--- config.mk ---
export PLATFORM = sky130hd
export DESIGN_NAME = mgmt_window_seq
export DESIGN_NICKNAME = d
export VERILOG_FILES = /design/src/rtl/mgmt_window_seq.sv
export SDC_FILE = /design/constraint.sdc
export NUM_CORES = 1
export LEC_CHECK = 0
export BUFFER_PORTS_ARGS = -buffer_cell sky130_fd_sc_hd__buf_2
export CAP_MARGIN = 10
export CORE_ASPECT_RATIO = 1.4
export CORE_UTILIZATION = 45
export DETAILED_ROUTE_END_ITERATION = 16
export PLACE_DENSITY = 0.84
export SKIP_LAST_GASP = 1
export SYNTH_ARGS = -nofsm -noshare
export SYNTH_HDL_FRONTEND = slang
export SYNTH_SLANG_ARGS = --single-unit
--- constraint.sdc ---
create_clock -name clk -period 3.1 [get_ports clk]
set_input_delay 0.31 -clock clk [delete_from_list [all_inputs] [get_ports clk]]
set_output_delay 0.31 -clock clk [all_outputs]
set_load 0.05 [all_outputs]
--- src/rtl/mgmt_window_seq.sv ---
module mgmt_window_seq #(
  parameter int RETRY_W = 8
) (
  input  logic               clk,
  input  logic               rst_n,
  input  logic [4:0]         chip_addr,
  input  logic [RETRY_W-1:0] retry_limit,
  input  logic               req_valid,
  output logic               req_ready,
  input  logic               req_write,
  input  logic [4:0]         req_dev,
  input  logic [4:0]         req_reg,
  input  logic [15:0]        req_wdata,
  output logic               done,
  output logic               err,
  output logic [15:0]        rdata,
  output logic               mb_en,
  output logic               mb_we,
  output logic [4:0]         mb_phy,
  output logic [4:0]         mb_reg,
  output logic [15:0]        mb_wdata,
  input  logic [15:0]        mb_rdata
);

  localparam logic [4:0] CMD_REG  = 5'd0;
  localparam logic [4:0] DATA_REG = 5'd1;
  localparam logic [1:0] OP_RD    = 2'd2;
  localparam logic [1:0] OP_WR    = 2'd1;

  typedef enum logic [2:0] {
    S_IDLE, S_DIRECT, S_PRE, S_WDAT, S_CMD, S_POST, S_RDAT
  } st_t;

  st_t                st;
  logic               wr_q;
  logic [4:0]         dev_q, reg_q, chip_q;
  logic [15:0]        wd_q;
  logic [RETRY_W-1:0] tries;

  wire        busy_rd = mb_rdata[15];
  wire        give_up = busy_rd && (tries == retry_limit);
  wire [15:0] cmd_word = {1'b1, 2'b00, 1'b1, (wr_q ? OP_WR : OP_RD), dev_q, reg_q};

  assign req_ready = (st == S_IDLE);
  assign mb_en     = (st != S_IDLE);
  assign mb_we     = (st == S_DIRECT && wr_q) || st == S_WDAT || st == S_CMD;
  assign mb_phy    = (st == S_DIRECT) ? dev_q : chip_q;
  assign mb_reg    = (st == S_DIRECT) ? reg_q :
                     (st == S_WDAT || st == S_RDAT) ? DATA_REG : CMD_REG;
  assign mb_wdata  = (st == S_CMD) ? cmd_word : wd_q;

  always_ff @(posedge clk) begin
    if (!rst_n) begin
      st     <= S_IDLE;
      wr_q   <= 1'b0;
      dev_q  <= '0;
      reg_q  <= '0;
      chip_q <= '0;
      wd_q   <= '0;
      tries  <= '0;
      done   <= 1'b0;
      err    <= 1'b0;
      rdata  <= '0;
    end else begin
      done <= 1'b0;
      case (st)
        S_IDLE: if (req_valid) begin
          wr_q   <= req_write;
          dev_q  <= req_dev;
          reg_q  <= req_reg;
          wd_q   <= req_wdata;
          chip_q <= chip_addr;
          tries  <= '0;
          st     <= (chip_addr == 5'd0) ? S_DIRECT : S_PRE;
        end
        S_DIRECT: begin
          done  <= 1'b1;
          err   <= 1'b0;
          rdata <= wr_q ? 16'h0 : mb_rdata;
          st    <= S_IDLE;
        end
        S_PRE: begin
          if (!busy_rd) begin
            tries <= '0;
            st    <= wr_q ? S_WDAT : S_CMD;
          end else if (give_up) begin
            done  <= 1'b1;
            err   <= 1'b1;
            rdata <= '0;
            st    <= S_IDLE;
          end else begin
            tries <= tries + 1'b1;
          end
        end
        S_WDAT: st <= S_CMD;
        S_CMD: begin
          tries <= '0;
          st    <= S_POST;
        end
        S_POST: begin
          if (!busy_rd) begin
            if (wr_q) begin
              done  <= 1'b1;
              err   <= 1'b0;
              rdata <= '0;
              st    <= S_IDLE;
            end else begin
              st <= S_RDAT;
            end
          end else if (give_up) begin
            done  <= 1'b1;
            err   <= 1'b1;
            rdata <= '0;
            st    <= S_IDLE;
          end else begin
            tries <= tries + 1'b1;
          end
        end
        S_RDAT: begin
          done  <= 1'b1;
          err   <= 1'b0;
          rdata <= mb_rdata;
          st    <= S_IDLE;
        end
        default: st <= S_IDLE;
      endcase
    end
  end


  accept_starts_bus_chk: assert property (@(posedge clk) disable iff (!rst_n)
    (req_valid && req_ready) |=> (mb_en && !req_ready));


  window_addr_chk: assert property (@(posedge clk) disable iff (!rst_n)
    (mb_en && chip_q != 5'd0) |-> (mb_phy == chip_q && mb_reg <= DATA_REG));


  cmd_fmt_chk: assert property (@(posedge clk) disable iff (!rst_n)
    (mb_en && mb_we && chip_q != 5'd0 && mb_reg == CMD_REG) |->
      (mb_wdata[15:12] == 4'b1001 && (mb_wdata[11:10] == OP_RD || mb_wdata[11:10] == OP_WR)));


  wr_order_chk: assert property (@(posedge clk) disable iff (!rst_n)
    (mb_en && mb_we && chip_q != 5'd0 && mb_reg == CMD_REG && mb_wdata[11:10] == OP_WR) |->
      $past(mb_en && mb_we && mb_reg == DATA_REG));


  rd_after_idle_poll_chk: assert property (@(posedge clk) disable iff (!rst_n)
    (mb_en && !mb_we && chip_q != 5'd0 && mb_reg == DATA_REG) |->
      $past(mb_en && !mb_we && mb_reg == CMD_REG && !mb_rdata[15]));


  timeout_nodata_chk: assert property (@(posedge clk) disable iff (!rst_n)
    (done && err) |-> (rdata == 16'h0));


  done_pulse_chk: assert property (@(posedge clk) disable iff (!rst_n)
    done |=> !done);

endmodule

# Word-level counts from Yosys, hierarchy flattened
# Index checks and enable logic that the tools add are counted.
[word_totals]
regBits = 61
latchBits = 0
mem_bits_rw = 0
mem_bits_ro = 0
in_bits = 59
out_inout_bits = 47
wordCells = 72
memories = 0
[op_classes]
addsub = 1
multipliers = 0
div = 0
n_lt_le_gt_ge = 0
eq_ne = 11
shift = 0
muxes = 34
bitwise = 0
n_reduce_logical = 16
[ops]
columns = ["op", "n"]
rows = [
  ["two-way mux 16 bit", 6],
  ["one-hot mux 16 bit (4 select lines)", 1],
  ["two-way mux 8 bit", 4],
  ["one-hot mux 8 bit (4 select lines)", 1],
  ["two-way mux 3 bit", 6],
  ["one-hot mux 3 bit (5 select lines)", 1],
  ["two-way mux 5 bit", 2],
  ["== test 3 bit (second input constant)", 3],
  ["two-way mux 1 bit", 9],
  ["AND reduction 3 bit", 3],
  ["adder 8 x 1 -> 8 bit (second input constant)", 1],
  ["== test 8 bit", 1],
  ["nonzero test 4 bit", 2],
  ["== test 3 x 2 -> 1 bit (second input constant)", 2],
  ["!= test 2 bit (second input constant)", 3],
  ["one-hot mux 1 bit (3 select lines)", 2],
  ["nonzero test 3 bit", 2],
  ["logical NOT 5 bit", 1],
  ["two-way mux 2 bit", 2],
  ["== test 3 x 1 -> 1 bit (second input constant)", 1],
  ["logical NOT 3 bit", 1],
  ["logical OR 1 bit", 3],
  ["!= test 3 bit (second input constant)", 1],
  ["logical AND 1 bit", 2],
  ["2 further kinds", 2],
]

# Logic depth before layout (Yosys ltp)
# Gate-level depths: netlist (run 1).
[logic_depth]
word_depth = 5
depth_mapped = 8
depth_no_buf = 5

# Worst setup path before layout (run 1)
# OpenSTA, ideal clock, no wires.
[synth_path]
path_type = "register to register"
start = "register st[1]"
end = "register chip_q[0]"
setup_ps = 70
arrival_time_ps = 3108
required_ps = 3030
path_slack_ps = -78
path_stages_with_launch = 9
path_buffers = 3
synth_period_minus_slack_ps = 3178
path_cell_list = "dfxtp_1 -> buf_6 -> clkbuf_1 -> nor3_1 -> inv_1 -> nor2_1 -> buf_2 -> nand2_1 -> a21oi_1"
[synth_via]
elab_chain_cells = 2
[synth_rtl]
columns = ["element", "line", "text"]
rows = [
  ["start: declaration", "34", "st_t st;"],
  ["start signal: assignment", "74", "st <= (chip_addr == 5'd0) ? S_DIRECT : S_PRE;"],
  ["start signal: assignment", "85", "st <= wr_q ? S_WDAT : S_CMD;"],
  ["logical NOT 3 bit", "--", ""],
  ["named net req_ready", "9", "output logic req_ready,"],
  ["AND reduction 2 bit (no source line)", "--", ""],
  ["end signal: assignment", "72", "chip_q <= chip_addr;"],
  ["end: declaration", "36", "logic [4:0] dev_q, reg_q, chip_q;"],
]
# The timed path passes the listed nets, and every way through them passes these cells.
# A chain may end at the register's enable or synchronous reset.

# Worst setup path after layout (run 1)
[layout_path]
start = "register st[2]"
end = "output port mb_wdata[5]"
[layout_via]
elab_chain_cells = 2
[layout_rtl]
columns = ["element", "line", "text"]
rows = [
  ["== test 3 bit", "50", "assign mb_wdata = (st == S_CMD) ? cmd_word : wd_q;"],
  ["two-way mux 16 bit", "50", ""],
  ["end: declaration", "21", "output logic [15:0] mb_wdata,"],
]
# Every way passes these cells.

==> impl_metrics.csv, run 1 <==
group,metric,value,unit
grt,grt_pass1_vias,2798,
floorplanning,die_w,71.7,um
clock_tree,cts-resized-gates,0,
place,dp.final_hpwl,5410,um
clock_tree,path_clk_slew,0.07,ns
critical_path,cp-start-kind,"register",
synthesis,synth_seq_cells,61,
clock_tree,cts_setup_buffers,0,
synthesis,synth_top_family_by_area,"simple AND/OR/NAND/NOR gates",
cells_and_area,finish.utilization,58.3,%
cells_and_area,drive_above_1_share,33.9,%
clock_tree,clkSinkCount,61,
timing,max_freq,0.389,GHz
critical_path,crit_buf_inv,3,
critical_path,crit_path_max_fanout,18,
grt,antenna_found_initial,0,
job,drv_cap,0,
critical_path,critPathSlowestCell,"nor3b_2",
cells_and_area,mostFrequentLayoutCells,"buf_2 (105), nand2_1 (82), dfxtp_1 (61), a21oi_1 (41), and2_1 (20)",
floorplanning,dieArea,0.00713,mm2
synthesis,synth_nets,426,
routing,first_pass_iters,4,
place,place.port_buffers,105,
grt,grt_max_degree,35,
timing,worst_pin_slew,1.07,ns
timing,fin_skew,0.00609,ns
critical_path,cp_common_cell,"buf_4",
critical_path,worstPathArrival,2.26,ns
synthesis,synth_cell_types,49,
critical_path,critPathTopFamily,"buffers and inverters",
cells_and_area,syn2layout_area_growth,25.3,%
critical_path,slowest_delay,0.42,ns
routing,met1_length,3230,um
timing,setup_tns,0,ns
critical_path,crit_type,"reg2out",
timing,maxSlewViolCount,0,
timing,rsz0062_at_grt,"no",
routing,remaining_drc_errors,0,
routing,routed_wl,7620,um
critical_path,endpoint_kind,"primary output",
routing,vias,2987,
clock_tree,cts-buffers-inserted,9,
routing,avgRoutedWirePerCell,14.1,um
synthesis,yosys.area_share.simple,26.0,%
critical_path,worstPathCellList,"buf_4 -> nor3b_2 -> buf_4 -> mux2_2 -> buf_2",
clock_tree,cts_tree,"built",
cells_and_area,fillers,597,
timing,finalSetupViolCount,0,
grt,grt_pass1_wl,12300,um
cells_and_area,final_net_count,522,
synthesis,synth_top_flop_cell,"dfxtp_1",
routing,wl_met3,538,um
timing,finalHoldViolCount,0,
power,powerDensity,620,mW/mm2
clock_tree,cts-htree-levels,3,
routing,top_layer,"met4",
floorplanning,rows,35,
clock_tree,cts_root_buffer,"clkbuf_8",
synthesis,ys_seq_area_share,39.9,%
routing,drt_iter0_markers,176,
cells_and_area,final_common_cell,"buf_2",
routing,vias_per_cell,5.53,
synthesis,synth_adder_area_share,0.409,%
floorplanning,die_y,99.5,um
synthesis,ys_warn_count,0,
floorplanning,io_pins,106,
synthesis,synth_compound_area_share,18.6,%
clock_tree,clk_latency,0.33,ns
synthesis,synth_mux_area_share,7.20,%
grt,grtUsageTotal,21.8,%
synthesis,synth_enable_flop_cells,0,
synthesis,async_flop_share,0,%
synthesis,synth_cells,366,
place,gp_congestion,0.827,
floorplanning,core_area,0.00657,mm2
run_status,status,"finished, final reports clean",
cells_and_area,n_antenna_cell,0,
timing,slew_headroom,28.2,%
synthesis,avgSynthCellArea,8.36,um2
worst_hold_path,hp-class,"in2reg",
clock_tree,clock_path_buffers,2,
critical_path,crit_required,2.79,ns
synthesis,synth_xor_area_share,2.86,%
clock_tree,holdBufCountCts,0,
routing,dr_wl_met2,3740,um
timing,final.min_clock_period,2.57,ns
timing,fin_crit_sh,83.0,%
grt,grt_overflow,0,
cells_and_area,ff_latch_area,0.00122,mm2
floorplanning,start_util,46.6,%
cells_and_area,multi_input_area,0.00170,mm2
power,total_leakage_power,1.76,nW
synthesis,syn_area,0.00306,mm2
power,peakVddDrop,0.420,mV
routing,ant_nets,0,
[logic make-up (layout without fill, tap and decap cells)]
group,count (synthesis),count (layout)
muxes,20,20
adders and majority gates,1,1
DFF,61,61
AOI/OAI and AO/OA,80,80
and+or+nand+nor,163,163
xor gates and xnor gates,10,10
buffers and inverters,31,131
[report_power, final]
| part | leakage [nW] | internal, mW | total, mW | switching [mW] |
|---|---|---|---|---|
| sequential | 0.498 | 0.848 | 0.902 | 0.0537 |
| clock | 0.116 | 0.527 | 0.819 | 0.292 |
| combinational | 1.15 | 0.213 | 0.655 | 0.442 |
| total | 1.76 | 1.59 | 2.38 | 0.788 |
[area by class of cell]
| cell class | count | share of cell area (%) |
|---|---|---|
| clock buffer | 10 | 3.33 |
| clock inverter | 5 | 2.61 |
| inverter | 4 | 0.392 |
| multi-input combinational | 274 | 44.3 |
| sequential | 61 | 31.9 |
| tap | 74 | 2.42 |
| timing repair buffer | 112 | 15.1 |
[flip-flops by register name, indices dropped and copies added (netlist names), 3 cells and up]
register	count
chip_q	5
dev_q	5
rdata	16
reg_q	5
st	3
tries	8
wd_q	16
[routing by layer]
layer | track usage, % | vias to the layer above
li1 | - | 1472
met1 | 24.1 | 1382
met2 | 38.2 | 119
met3 | 8.00 | 14
met4 | 7.54 | 0
met5 | 0 | -
[synth_stat cells, types with 4 or more instances]
master     n  area, um2
o21ai_0    4       20.0
nand3_1    5       25.0
mux2i_1    4       40.0
o221a_2    6       67.6
nor2_1    16       60.1
and2_1    20        125
nor3_1     4       20.0
clkbuf_1  16       60.1
o221a_1    8       90.1
xnor2_1    8       70.1
dfxtp_1   61       1220
nand2_1   82        308
and3_1    13       81.3
buf_2      5       25.0
a21oi_1   41        205
mux2_2    16        180
[per-stage QoR]
step | worst slack (ns) | hold slack [ns] | cell area, um2 | power, mW | std cells
4_1_cts | 0.505 | 0.194 | 3830 | 2.39 | 540
6_report | 0.528 | 0.207 | 3830 | 2.38 | 540
2_1_floorplan | 0.582 | 0.432 | 3060 | 1.42 | 366
3_3_place_gp | 0.669 | 0.439 | 3600 | 1.55 | 525
3_5_place_dp | 0.553 | 0.443 | 3600 | 1.57 | 525
5_1_grt | 0.386 | 0.197 | 3830 | 2.48 | 540
[worst paths after layout]
path | startpoint | endpoint | slack [ns] | cells after the start
setup / recovery | st[2]$_SDFFE_PN0P_ | mb_wdata[5] | 0.53 | 5
hold / removal | req_wdata[6] | wd_q[6]$_SDFFE_PN0P_ | 0.21 | 3
setup reg to reg | st[1]$_SDFFE_PN0P_ | rdata[14]$_SDFFE_PN0P_ | 0.54 | 5
hold reg to reg | wd_q[13]$_SDFFE_PN0P_ | wd_q[13]$_SDFFE_PN0P_ | 0.45 | 2
[worst register-to-register path, stage by stage, from the launching register on]
cell	delay [ns]
dfxtp_1	0.70
o21ai_2	0.17
o22ai_4	0.37
or4b_1	0.49
and2_1	0.35
o221a_2	0.36
No activity file was read; power rests on OpenSTA's default activity.
==> run 2: changes to the inputs <==
--- a/config.mk
+++ b/config.mk
@@ -10,7 +10,7 @@
 export CORE_ASPECT_RATIO = 1.4
 export CORE_UTILIZATION = 45
 export DETAILED_ROUTE_END_ITERATION = 16
-export PLACE_DENSITY = 0.84
+export PLACE_DENSITY = 0.87
 export SKIP_LAST_GASP = 1
 export SYNTH_ARGS = -nofsm -noshare
 export SYNTH_HDL_FRONTEND = slang
==> constraint.sdc (replaced) <==
create_clock -name clk -period 2.1 [get_ports clk]
set_input_delay 0.21 -clock clk [delete_from_list [all_inputs] [get_ports clk]]
set_output_delay 0.21 -clock clk [all_outputs]
set_load 0.05 [all_outputs]
==> impl_metrics.csv, run 2 (synthesis results as in run 1) <==
group,metric,value,unit
floorplanning,io_pins,106,
timing,final.min_clock_period,2.04,ns
critical_path,rr_endpoint,"wd_q[6]$_SDFFE_PN0P_",
cells_and_area,final_net_count,542,
floorplanning,die_y,99.5,um
timing,fin_skew,0.0107,ns
cells_and_area,fin_cells,561,
clock_tree,cts_tree,"built",
critical_path,crit_required,1.89,ns
cells_and_area,drive_above_1_share,38.2,%
timing,fin_crit_sh,97.3,%
power,total_leakage_power,1.89,nW
critical_path,crit_path_max_fanout,13,
critical_path,critPathSlowestCell,"mux2_2",
routing,routed_wl,8030,um
cells_and_area,multi_input_area,0.00173,mm2
cells_and_area,final_common_cell,"buf_2",
timing,finalHoldViolCount,0,
critical_path,worstPathArrival,1.83,ns
place,dp.final_hpwl,5450,um
power,finalPower,3.60,mW
cells_and_area,n_antenna_cell,0,
grt,antenna_found_initial,0,
cells_and_area,mostFrequentLayoutCells,"buf_2 (93), nand2_1 (82), dfxtp_1 (58), a21oi_1 (40), buf_4 (24)",
grt,grtUsageTotal,22.0,%
routing,remaining_drc_errors,0,
floorplanning,die_w,71.7,um
worst_hold_path,hold_depth,3,
timing,rsz0062_at_grt,"yes",
clock_tree,cts-buffers-inserted,9,
clock_tree,clock_path_buffers,2,
cells_and_area,syn2layout_area_growth,34.9,%
place,place.port_buffers,105,
worst_hold_path,holdPathEnd,"wd_q[14]$_SDFFE_PN0P_",
worst_hold_path,hp-class,"in2reg",
grt,grt_pass1_vias,2976,
routing,drt_iter0_markers,184,
clock_tree,path_clk_slew,0.07,ns
floorplanning,rows,35,
routing,vias_per_cell,5.46,
timing,max_freq,0.489,GHz
critical_path,cp-start-kind,"register",
floorplanning,core_area,0.00657,mm2
worst_hold_path,hold_start,"req_wdata[14]",
critical_path,cp_common_cell,"buf_6",
clock_tree,holdBufCountCts,0,
power,peakVddDrop,0.602,mV
critical_path,crit_type,"reg2out",
clock_tree,cts_root_buffer,"clkbuf_8",
routing,first_pass_iters,6,
floorplanning,start_util,46.6,%
critical_path,startpoint,"st[1]$_SDFFE_PN0P_",
routing,avgRoutedWirePerCell,14.3,um
cells_and_area,ff_latch_area,0.00123,mm2
routing,vias,3064,
clock_tree,clkSinkCount,61,
critical_path,endpoint_kind,"primary output",
grt,grt_overflow,0,
run_status,status,"finished, final reports clean",
critical_path,worstReg2RegStart,"st[2]$_SDFFE_PN0P_",
place,gp_congestion,0.839,
grt,grt_max_degree,33,
routing,ant_nets,0,
critical_path,r2r_setup_slack,0.08,ns
critical_path,worstPathCellList,"buf_6 -> nor3b_4 -> buf_6 -> mux2_2 -> buf_6",
place,dpl.cell_count,538,
critical_path,slowest_delay,0.36,ns
timing,slew_headroom,62.7,%
job,drv_cap,0,
grt,grt_pass1_wl,12700,um
timing,finalSetupViolCount,0,
power,powerDensity,873,mW/mm2
critical_path,rr_worst_depth,9,
clock_tree,clk_latency,0.33,ns
timing,maxSlewViolCount,0,
floorplanning,dieArea,0.00713,mm2
cells_and_area,fillers,548,
cells_and_area,largest_registers,"rdata x16, wd_q x16, tries x8",
clock_tree,cts-htree-levels,3,
timing,worst_pin_slew,0.554,ns
-- run 2: cell count changes in the layout (fill, tap and decap cells not counted), sizes merged --
cell      previous run  this run
inv                  3         2
clkbuf              10        13
bufinv               3         2
clkinvlp             0         1
buf                112       131
-- run 2: worst max-delay path: cells and delay by family, from the launching register on --
family        cells  cell delay (ns)
buf+inv           3             0.52
flops             1             0.35
mux               1             0.36
simple gates      1             0.28
-- run 2: report_power, final --
part | switching (mW) | leakage, nW | internal, mW | total, mW
registers | 0.0612 | 0.499 | 1.25 | 1.31
clock network | 0.447 | 0.116 | 0.730 | 1.18
logic | 0.704 | 1.27 | 0.405 | 1.11
-- run 2: per-layer routing --
layer / routed length, um / track usage (%)
met1: 3260 / 23.8
met3: 479 / 6.99
met2: 4190 / 39.6
met4: 101 / 8.14
met5: 0 / 0
-- run 2: timing repair --
action                                  4_1_cts  5_1_grt
setup buffers                                 2        5
pin swaps                                     1        1
gates cloned                                  1        0
endpoints found under the setup margin       13       29
gates resized for setup                      13       31
-- run 2: cell type report --
| cell class | instances | share of cell area, % |
|---|---|---|
| Multi-Input combinational cell | 274 | 42.0 |
| Sequential cell | 61 | 29.8 |
| Timing Repair Buffer | 132 | 20.1 |
| Clock buffer | 12 | 3.76 |
| Tap cell | 74 | 2.25 |
| Clock inverter | 4 | 1.70 |
| Inverter | 4 | 0.455 |
-- run 2: worst max path at each step --
stage                                   to  cells past startpoint
finish                         mb_wdata[5]                      5
global route                   mb_wdata[5]                      5
CTS                           mb_wdata[10]                      5
detailed placement  rdata[10]$_SDFFE_PN0P_                      5
global placement    rdata[12]$_SDFFE_PN0P_                      5
floorplan           chip_q[4]$_SDFFE_PN0P_                      8
-- run 2: through the flow --
stage               hold WS [ns]  setup TNS (ns)  setup WS, ns  utilization (%)  area [um2]
floorplan                  0.346           -2.11       -0.0957                -        3110
global placement           0.437               0        0.0952             56.9        3740
detailed placement         0.444               0        0.0601             56.9        3740
CTS                       0.0933               0        0.0109             61.2        4020
global route               0.106          -0.145       -0.0299             62.8        4120
finish                     0.107               0        0.0569             62.8        4120
==> run 3: changes to the inputs <==
--- a/config.mk
+++ b/config.mk
@@ -5,6 +5,7 @@
 export SDC_FILE = /design/constraint.sdc
 export NUM_CORES = 1
 export LEC_CHECK = 0
+export ABC_AREA = 1
 export BUFFER_PORTS_ARGS = -buffer_cell sky130_fd_sc_hd__buf_2
 export CAP_MARGIN = 10
 export CORE_ASPECT_RATIO = 1.4
==> impl_metrics.csv, run 3 <==
group,metric,value,unit
clock_tree,cts_root_buffer,"clkbuf_8",
floorplanning,die_w,71.6,um
clock_tree,path_clk_slew,0.07,ns
place,gp_congestion,1.03,
routing,remaining_drc_errors,0,
routing,vias,3354,
critical_path,rr_endpoint,"rdata[2]$_SDFFE_PN0P_",
grt,antenna_found_initial,0,
cells_and_area,largest_registers,"rdata x16, wd_q x16, tries x8",
grt,grt_pass1_wl,13300,um
worst_hold_path,holdPathEnd,"wd_q[15]$_SDFFE_PN0P_",
power,peakVddDrop,0.939,mV
critical_path,worstReg2RegStart,"st[0]$_SDFFE_PN0P_",
timing,hold_ws,0.127,ns
critical_path,worstPathArrival,1.84,ns
critical_path,rr_worst_depth,10,
cells_and_area,drive_above_1_share,27.1,%
timing,fin_skew,0.00672,ns
critical_path,worstPathCellList,"nor2_2 -> inv_1 -> nor2_2 -> inv_2 -> nor2_1 -> o21bai_1 -> buf_2",
floorplanning,die_y,99.4,um
cells_and_area,final_net_count,617,
cells_and_area,syn2layout_area_growth,26.2,%
timing,maxSlewViolCount,0,
grt,grtUsageTotal,23.6,%
synthesis,synth_enable_flop_cells,0,
clock_tree,clkSinkCount,61,
clock_tree,cts_tree,"built",
cells_and_area,n_antenna_cell,0,
clock_tree,clk_latency,0.36,ns
critical_path,endpoint_kind,"primary output",
critical_path,cp_common_cell,"nor2_2",
timing,finalHoldViolCount,0,
synthesis,ys_seq_area_share,40.0,%
critical_path,crit_path_max_fanout,5,
synthesis,avgSynthCellArea,6.68,um2
power,seqPwrFrac,33.0,%
clock_tree,cts-buffers-inserted,9,
critical_path,crit_buf_inv,3,
grt,grt_overflow,0,
power,finalPower,4.43,mW
worst_hold_path,hold_start,"req_wdata[15]",
run_status,status,"finished, final reports clean",
timing,max_freq,0.489,GHz
synthesis,async_flop_share,0,%
floorplanning,rows,35,
timing,finalSetupViolCount,0,
synthesis,ys_warn_count,0,
power,power_frac_comb,41.0,%
cells_and_area,mostFrequentLayoutCells,"nand2_1 (104), buf_2 (102), inv_1 (61), dfxtp_1 (61), a21oi_1 (42)",
power,p_sw,1.92,mW
timing,slew_headroom,59.6,%
grt,grt_max_degree,55,
power,powerDensity,1150,mW/mm2
routing,ant_nets,0,
cells_and_area,final_common_cell,"nand2_1",
synthesis,yosysMostFrequentCell,"nand2_1",
place,dp.final_hpwl,5730,um
critical_path,crit_type,"reg2out",
floorplanning,io_pins,106,
floorplanning,dieArea,0.00712,mm2
timing,worst_pin_slew,0.605,ns
power,p_sw_share,43.4,%
synthesis,synth_cells,457,
synthesis,synth_seq_cells,61,
synthesis,synthTopCellsByArea,"dfxtp_1 (40%), nand2_1 (13%), inv_1 (7.5%)",
power,total_leakage_power,1.99,nW
critical_path,r2r_setup_slack,0.27,ns
grt,grt_pass1_vias,3181,
timing,rsz0062_at_grt,"yes",
critical_path,slowest_delay,0.38,ns
routing,avgRoutedWirePerCell,12.6,um
worst_hold_path,hp-class,"in2reg",
synthesis,synth_nets,517,
job,drv_cap,0,
critical_path,critPathSlowestCell,"dfxtp_1",
worst_hold_path,hold_depth,3,
timing,final.min_clock_period,2.05,ns
routing,routed_wl,8030,um
critical_path,critPathTopFamily,"simple AND/OR/NAND/NOR gates",
place,place.port_buffers,105,
critical_path,cp-start-kind,"register",
power,clock_power_share,26.0,%
floorplanning,core_area,0.00657,mm2
clock_tree,cts-htree-levels,3,
power,internal_power,2.51,mW
timing,fin_crit_sh,97.5,%
critical_path,crit_required,1.89,ns
synthesis,yosys.area.top_type,"dfxtp_1",
synthesis,netlist_top_cells_count,"nand2_1 (104), dfxtp_1 (61), inv_1 (61)",
floorplanning,start_util,46.5,%
routing,drt_iter0_markers,187,
synthesis,synth_top_flop_cell,"dfxtp_1",
synthesis,syn_area,0.00305,mm2
clock_tree,clock_path_buffers,2,
routing,first_pass_iters,4,
synthesis,synth_cell_types,30,
routing,vias_per_cell,5.28,
synthesis,synth_top_area_share,40.0,%
-- run 3: cell count changes in the layout (fill, tap and decap cells not counted), moves of 14 or more --
cell	before	now
and2_1	19	0
buf_4	24	2
inv_1	2	61
inv_2	0	15
mux2_2	14	0
nand2_1	82	104
nand4_1	3	36
o21ai_0	4	28
o21ai_1	0	24
-- run 3: cell families after synthesis --
logic type                 count (synthesis)  share of synthesized area, %
and+or+nand+nor                          196                          29.4
AOI/OAI and AO/OA                        100                          17.1
buffers and inverters                     98                          12.8
DFF                                       61                          40.0
xor gates and xnor gates                   1                         0.287
adders and majority gates                  1                         0.410
-- run 3: power groups by stage --
stage | clock network, mW | logic (mW) | registers [mW]
2_1_floorplan | 0 | 1.20 | 1.67
3_3_place_gp | 0 | 1.75 | 1.48
3_5_place_dp | 0 | 1.79 | 1.48
4_1_cts | 1.16 | 1.79 | 1.46
5_1_grt | 1.22 | 1.97 | 1.48
6_report | 1.15 | 1.82 | 1.46
-- run 3: metrics by stage --
stage	TNS, ns	worst slack [ns]	util, %	instances	cell area, um2
detailed placement	0	0.302	55.0	619	3610
floorplan	-0.405	-0.0809	-	457	3050
global route	-0.0154	-0.0154	58.6	635	3850
CTS	0	0.0313	58.3	634	3830
finish	0	0.0535	58.6	635	3850
global placement	0	0.398	55.0	619	3610
-- run 3: worst max path at each step --
stage	startpoint	end	slack, ns	depth (start not counted)
detailed placement	st[0]$_SDFFE_PN0P_	rdata[9]$_SDFFE_PN0P_	0.30	10
floorplan	st[0]$_SDFFE_PN0P_	mb_phy[0]	-0.08	5
global route	st[0]$_SDFFE_PN0P_	mb_wdata[10]	-0.02	7
CTS	st[0]$_SDFFE_PN0P_	mb_wdata[8]	0.03	7
global placement	st[0]$_SDFFE_PN0P_	rdata[4]$_SDFFE_PN0P_	0.40	10
finish	st[0]$_SDFFE_PN0P_	mb_wdata[10]	0.05	7
-- run 3: final cells by class --
class	instances	area, um2
clock buffer	11	141
clock inverter	4	72.6
fill	588	2720
inverter	77	292
multi-input combinational	298	1440
sequential	61	1220
tap	74	92.6
timing repair buffer	110	587
-- run 3: timing repair --
action,CTS,global route
hold buffers,0,0
resized for setup,0,6
setup endpoints to repair,0,10
buffers inserted,0,0
-- run 3: worst reg2reg max path: cells and delay by family (launching register included) --
family                 cells  cell delay (ns)
DFF                        1             0.45
AOI/OAI and AO/OA          1             0.41
buffers and inverters      3             0.24
and+or+nand+nor            6             0.67
-- run 3: layer usage --
layer	wire length [um]	GRT usage [%]	vias to the layer above
met1	3200	25.2	1514
met4	180	13.6	0
met3	618	5.57	20
met5	0	0	-
met2	4030	41.7	136
li1	-	-	1684
